`src/rtl/slq_pkg.sv`:
```
package slq_pkg;

    // Lifecycle of one queue slot
    typedef enum logic [1:0] {
        ENT_FREE    = 2'b00,
        ENT_PENDING = 2'b01,
        ENT_DONE    = 2'b10,
        ENT_TAINTED = 2'b11
    } ent_state_e;

    // Observed bus command codes
    typedef enum logic [1:0] {
        SNP_READ    = 2'b00,
        SNP_WRITE   = 2'b01,
        SNP_UPGRADE = 2'b10,
        SNP_RSVD    = 2'b11
    } snp_cmd_e;

    // Outcome of a retirement request on the oldest slot
    typedef enum logic [1:0] {
        RT_IDLE   = 2'b00,
        RT_WAIT   = 2'b01,
        RT_RETIRE = 2'b10,
        RT_FLUSH  = 2'b11
    } rt_dec_e;

endpackage

```
`src/rtl/slq_entry.sv`:
```
module slq_entry
    import slq_pkg::*;
#(
    parameter int TAG_W = 26
) (
    input  logic             clk,
    input  logic             rst_n,
    input  logic             alloc_hit,
    input  logic             exec_hit,
    input  logic [TAG_W-1:0] exec_tag,
    input  logic             snp_inv,
    input  logic [TAG_W-1:0] snp_tag,
    input  logic             retire_hit,
    input  logic             flush_all,
    output ent_state_e       state_o
);

    ent_state_e       state_q;
    ent_state_e       state_d;
    logic [TAG_W-1:0] tag_q;
    logic             hit_new;
    logic             hit_old;

    // Snoop against the address arriving now, or against the stored line
    assign hit_new = snp_inv && (snp_tag == exec_tag);
    assign hit_old = snp_inv && (snp_tag == tag_q);

    always_comb begin
        state_d = state_q;
        if (flush_all) begin
            state_d = ENT_FREE;
        end else begin
            unique case (state_q)
                ENT_FREE: begin
                    if (alloc_hit) state_d = ENT_PENDING;
                end
                ENT_PENDING: begin
                    if (exec_hit) state_d = hit_new ? ENT_TAINTED : ENT_DONE;
                end
                ENT_DONE: begin
                    if (retire_hit)   state_d = ENT_FREE;
                    else if (hit_old) state_d = ENT_TAINTED;
                end
                ENT_TAINTED: begin
                    state_d = ENT_TAINTED;
                end
                default: state_d = ENT_FREE;
            endcase
        end
    end

    always_ff @(posedge clk) begin
        if (!rst_n) begin
            state_q <= ENT_FREE;
            tag_q   <= '0;
        end else begin
            state_q <= state_d;
            if (state_q == ENT_PENDING && exec_hit && !flush_all) begin
                tag_q <= exec_tag;
            end
        end
    end

    assign state_o = state_q;


    pending_unmarked_chk: assert property (@(posedge clk) disable iff (!rst_n)
        (state_q == ENT_PENDING && !exec_hit) |=> (state_q != ENT_TAINTED));


    same_cycle_mark_chk: assert property (@(posedge clk) disable iff (!rst_n)
        (state_q == ENT_PENDING && exec_hit && snp_inv && (snp_tag == exec_tag) && !flush_all)
        |=> (state_q == ENT_TAINTED));


    tainted_sticky_chk: assert property (@(posedge clk) disable iff (!rst_n)
        (state_q == ENT_TAINTED && !flush_all) |=> (state_q == ENT_TAINTED));

endmodule

```
`src/rtl/slq_ptr_ctrl.sv`:
```
module slq_ptr_ctrl #(
    parameter int DEPTH = 8
) (
    input  logic                     clk,
    input  logic                     rst_n,
    input  logic                     alloc_fire,
    input  logic                     retire,
    input  logic                     flush,
    output logic [$clog2(DEPTH)-1:0] head_idx,
    output logic [$clog2(DEPTH)-1:0] tail_idx,
    output logic                     full,
    output logic                     empty
);

    localparam int IDX_W = $clog2(DEPTH);

    // One extra wrap bit tells full from empty
    logic [IDX_W:0] head_q;
    logic [IDX_W:0] tail_q;

    always_ff @(posedge clk) begin
        if (!rst_n) begin
            head_q <= '0;
            tail_q <= '0;
        end else if (flush) begin
            tail_q <= head_q;
        end else begin
            if (retire)     head_q <= head_q + 1'b1;
            if (alloc_fire) tail_q <= tail_q + 1'b1;
        end
    end

    assign head_idx = head_q[IDX_W-1:0];
    assign tail_idx = tail_q[IDX_W-1:0];
    assign empty    = (head_q == tail_q);
    assign full     = (head_q[IDX_W] != tail_q[IDX_W]) &&
                      (head_q[IDX_W-1:0] == tail_q[IDX_W-1:0]);


    no_overflow_chk: assert property (@(posedge clk) disable iff (!rst_n)
        full |-> !alloc_fire);


    flush_rewind_chk: assert property (@(posedge clk) disable iff (!rst_n)
        flush |=> empty);


    retire_advance_chk: assert property (@(posedge clk) disable iff (!rst_n)
        (retire && !flush) |=> (head_q == $past(head_q) + 1'b1));

endmodule

```
`src/rtl/slq_retire_ctl.sv`:
```
module slq_retire_ctl
    import slq_pkg::*;
(
    input  logic       clk,
    input  logic       rst_n,
    input  logic       commit_req,
    input  logic       empty,
    input  ent_state_e head_state,
    output logic       retire,
    output logic       flush
);

    rt_dec_e dec;

    always_comb begin
        dec = RT_IDLE;
        if (commit_req && !empty) begin
            unique case (head_state)
                ENT_DONE:    dec = RT_RETIRE;
                ENT_TAINTED: dec = RT_FLUSH;
                default:     dec = RT_WAIT;
            endcase
        end
    end

    always_comb begin
        retire = (dec == RT_RETIRE);
        flush  = (dec == RT_FLUSH);
    end


    head_wait_chk: assert property (@(posedge clk) disable iff (!rst_n)
        (empty || head_state == ENT_PENDING) |-> !(retire || flush));

endmodule

```
`src/rtl/spec_load_queue.sv`:
```
module spec_load_queue
    import slq_pkg::*;
#(
    parameter int DEPTH      = 8,
    parameter int ADDR_W     = 32,
    parameter int LINE_BYTES = 64
) (
    input  logic                     clk,
    input  logic                     rst_n,
    input  logic                     alloc_valid,
    output logic                     alloc_ready,
    output logic [$clog2(DEPTH)-1:0] alloc_idx,
    input  logic                     exec_valid,
    input  logic [$clog2(DEPTH)-1:0] exec_idx,
    input  logic [ADDR_W-1:0]        exec_addr,
    input  logic                     snp_valid,
    input  logic [1:0]               snp_cmd,
    input  logic [ADDR_W-1:0]        snp_addr,
    input  logic                     commit_req,
    output logic                     commit_done,
    output logic                     flush_valid,
    output logic [$clog2(DEPTH)-1:0] commit_idx
);

    localparam int IDX_W = $clog2(DEPTH);
    localparam int OFS_W = $clog2(LINE_BYTES);
    localparam int TAG_W = ADDR_W - OFS_W;

    logic [IDX_W-1:0] head_idx;
    logic [IDX_W-1:0] tail_idx;
    logic             full;
    logic             empty;
    logic             retire_w;
    logic             flush_w;
    logic             alloc_fire;
    logic             snp_inv;
    logic [TAG_W-1:0] exec_tag;
    logic [TAG_W-1:0] snp_tag;
    ent_state_e       ent_st [DEPTH];
    logic [DEPTH-1:0] tainted_vec;
    ent_state_e       head_state;

    assign alloc_ready = !full && !flush_w;
    assign alloc_fire  = alloc_valid && alloc_ready;
    assign alloc_idx   = tail_idx;
    assign snp_inv     = snp_valid && ((snp_cmd == SNP_WRITE) || (snp_cmd == SNP_UPGRADE));
    assign exec_tag    = exec_addr[ADDR_W-1:OFS_W];
    assign snp_tag     = snp_addr[ADDR_W-1:OFS_W];

    slq_ptr_ctrl #(.DEPTH(DEPTH)) u_ptr (
        .clk        (clk),
        .rst_n      (rst_n),
        .alloc_fire (alloc_fire),
        .retire     (retire_w),
        .flush      (flush_w),
        .head_idx   (head_idx),
        .tail_idx   (tail_idx),
        .full       (full),
        .empty      (empty)
    );

    generate
        for (genvar g = 0; g < DEPTH; g++) begin : g_slot
            slq_entry #(.TAG_W(TAG_W)) u_ent (
                .clk        (clk),
                .rst_n      (rst_n),
                .alloc_hit  (alloc_fire && (tail_idx == IDX_W'(g))),
                .exec_hit   (exec_valid && (exec_idx == IDX_W'(g))),
                .exec_tag   (exec_tag),
                .snp_inv    (snp_inv),
                .snp_tag    (snp_tag),
                .retire_hit (retire_w && (head_idx == IDX_W'(g))),
                .flush_all  (flush_w),
                .state_o    (ent_st[g])
            );
            assign tainted_vec[g] = (ent_st[g] == ENT_TAINTED);
        end
    endgenerate

    assign head_state = ent_st[head_idx];

    slq_retire_ctl u_ret (
        .clk        (clk),
        .rst_n      (rst_n),
        .commit_req (commit_req),
        .empty      (empty),
        .head_state (head_state),
        .retire     (retire_w),
        .flush      (flush_w)
    );

    assign commit_done = retire_w;
    assign flush_valid = flush_w;
    assign commit_idx  = head_idx;


    read_no_mark_chk: assert property (@(posedge clk) disable iff (!rst_n)
        !snp_inv |=> ($countones(tainted_vec) <= $past($countones(tainted_vec))));


    flush_clears_chk: assert property (@(posedge clk) disable iff (!rst_n)
        flush_valid |=> (tainted_vec == '0));

endmodule

```
`config.mk`:
```
export PLATFORM = sky130hd
export DESIGN_NAME = spec_load_queue
export DESIGN_NICKNAME = d
export VERILOG_FILES = /design/src/rtl/slq_pkg.sv /design/src/rtl/slq_entry.sv /design/src/rtl/slq_ptr_ctrl.sv /design/src/rtl/slq_retire_ctl.sv /design/src/rtl/spec_load_queue.sv
export SDC_FILE = /design/constraint.sdc
export NUM_CORES = 1
export LEC_CHECK = 0
export BUFFER_PORTS_ARGS = -buffer_cell sky130_fd_sc_hd__buf_2
export CORE_ASPECT_RATIO = 1.4
export CORE_MARGIN = 5
export CORE_UTILIZATION = 36
export CTS_CLUSTER_SIZE = 12
export DETAILED_ROUTE_END_ITERATION = 10
export SYNTH_ARGS = -nofsm -noshare
export SYNTH_HDL_FRONTEND = slang
export SYNTH_SLANG_ARGS = --single-unit
```
`constraint.sdc`:
```
create_clock -name clk -period 5.85 [get_ports clk]
set_clock_uncertainty 0.15 [all_clocks]
set_input_delay 0.2925 -clock clk [delete_from_list [all_inputs] [get_ports clk]]
set_output_delay 0.2925 -clock clk [all_outputs]
set_load 0.03 [all_outputs]
```
==> run metrics <==
Leakage 6.40 nW; DP HPWL 24000 um; Seq/Total Area, Yosys 39.4%; maximum vdd drop 0.000157 V; crit end category output port; PostCTS Resize Cnt 0; Hold WC Path Type input pin to register; clock sink count 232; final wirelength 36000 um; share of cells above drive strength 1 10.6%; synth warn 0; Pwr per Cell Area 263 nW/um^2; Post-Layout Inst Area 13100 sq um; GRT overflow 0; DRT iter0 DRCs 706; status complete, no violations; placed cell area 12300 sq um; Initial Util 36.3%; post-synth design cell area 11800 sq um; unrepaired setup endpoints after global routing no; H-tree depth 1; Port Buffers 71; critical path data arrival time 3.54 ns; largest net degree at the start of global routing 82; final non-filler cell total 1710; CP cell instances mux4_2 > mux2i_2 > buf_4 > nand2b_1 > inv_1 > nor2_1 > buf_2; Setup-failing EPs final 0; Tcrit/Tclk final 68.1%; CTS Buffer Depth 3; die extent in y 224 um; DRC 0; total track usage 19.4%; Synth Register Bits 232; final worst path period need 3.98 ns; Highest Clock Rate 251 MHz; actual slew at the worst max-slew pin 1.19 ns; CTS root buffer clkbuf_16; setup bufs post-CTS 0; Layout area overhead 11.3%; Syn Inst Count 1259; max incr delay on CP 0.70 ns; final hold violations 0; Chip Width 163 um; Worst slew margin 20.5%; Post-synth EDFFs 0; worst-path maximum fanout 14; Req. time, crit path 5.41 ns; TritonRoute pass-1 iters 5; hold_buf cts 0; Distinct cells, synth 46; per-cell routed wire length 21.0 um; Async S/R FF share, synth 0%; Worst-Skew Late Latency 0.52 ns; vias 8854; initial antenna violation count 1; Nets 1341; Crit Path Class register to output port; Slew Limit Fails 0; die area 36500 sq um; clk slew on worst S/H paths 0.06 ns; TritonCTS Buffers 25; post-route ant nets 0; CORE AREA 32400 sq um; Top FF cell, synth dfxtp_1; Final GP Congestion 0.869; global-route wire length before repair 54200 um; number of global-route vias before repair 8684; slowest stage cell on the critical path dfxtp_1; Max-cap violations 0; syn nets 1346; row count 78; dpl cells 1667; CTS tree yes; mean post-synth cell area 9.35 sq um; vias per std cell 5.18; Fin Setup TNS 0 ns; I/O pin cnt 84; startpoint types register
power breakdown:
part / switching (mW) / internal [mW]
clock: 0.640 / 0.901
combinational: 0.209 / 0.0930
sequential: 0.0117 / 1.59
total: 0.861 / 2.58
worst paths after layout:
kind / start / cells after the start / slack, ns / end
hold / removal: exec_addr[10] / 3 / 0.04 / g_slot[6].u_ent.tag_q[4]
hold reg to reg: g_slot[7].u_ent.state_o[1] / 2 / 0.34 / g_slot[7].u_ent.state_o[1]
setup / recovery: u_ptr.head_q[1] / 7 / 1.87 / alloc_ready
setup reg to reg: u_ptr.head_q[1] / 7 / 1.94 / g_slot[5].u_ent.tag_q[16]
logic make-up after synthesis:
logic type | count (synthesis) | synth area share [%]
AO/OA/AOI/OAI | 54 | 2.92
buffers and inverters | 132 | 5.26
XOR/XNOR | 242 | 18.0
adder cells (fa/ha/maj) | 12 | 1.27
AND/OR/NAND/NOR | 372 | 14.6
flip-flops | 232 | 39.4
multiplexers | 215 | 18.5
synthesized netlist by cell type (10+ instances only):
| master | count | area (sq um) |
|---|---|---|
| nand4_1 | 39 | 244 |
| a21oi_1 | 10 | 50.1 |
| xnor2_1 | 118 | 1030 |
| nor4_1 | 38 | 238 |
| nand2_1 | 16 | 60.1 |
| ha_1 | 12 | 150 |
| nor2_1 | 226 | 848 |
| nor3_1 | 12 | 60.1 |
| xor2_1 | 124 | 1090 |
| a211oi_1 | 11 | 82.6 |
| nand3_1 | 12 | 60.1 |
| mux2i_1 | 210 | 2100 |
| buf_2 | 24 | 120 |
| inv_1 | 15 | 56.3 |
| buf_4 | 23 | 173 |
| o21ai_0 | 17 | 85.1 |
| dfxtp_1 | 232 | 4640 |
| clkbuf_1 | 68 | 255 |
cell type report:
cell class	count	area, sq um
repair buffers	84	453
diodes	1	2.50
inverters	16	65.1
fillers	3313	19300
clock buffers	38	734
multi-input cells	895	6610
clock inverters	4	45.0
well taps	440	551
flip-flops and latches	232	4640
flip-flops by register name, indices dropped and copies added, names as in the netlist:
register	count
g_slot.u_ent.tag_q	208
g_slot.u_ent.state_o	16
u_ptr.head_q	4
u_ptr.tail_q	4
critical path, delay by kind of cell, from the launching register on:
family | cells | cell delay, ns
buf+inv | 3 | 0.74
flops | 1 | 0.70
mux | 2 | 0.89
simple gates | 2 | 0.67
routing by layer:
layer,global-route usage (%),share of wire (%)
met2,32.7,48
met1,24.9,43
met3,2.89,5.0
met4,7.53,3.9
met5,0,0
through the flow:
stage	util [%]	hold slack, ns	total power [mW]	setup slack (ns)
after floorplan	-	0.301	1.83	3.08
after global placement	38.0	0.319	1.93	1.98
after detailed placement	38.0	0.326	1.94	1.98
after CTS	40.4	0.0260	3.47	1.86
after global routing	40.5	0.0357	3.56	1.70
final	40.5	0.0439	3.44	1.87
placed cells by master (no fill, tap or decap), drive strengths merged, types with 3 or more instances in the layout:
master	n
a31oi	3
nand2	16
a211oi	11
ha	12
buf	84
nand3	12
mux2i	210
nand2b	5
nand4	39
nor4	39
nor2	226
inv	16
a21oi	10
mux2	3
clkbuf	38
nor2b	7
xor2	124
xnor2	118
o21ai	17
nor3	12
dfxtp	232
and3	4
a41oi	3
nor4b	3
clkinv	3
Power figures use the tool's default switching activity.
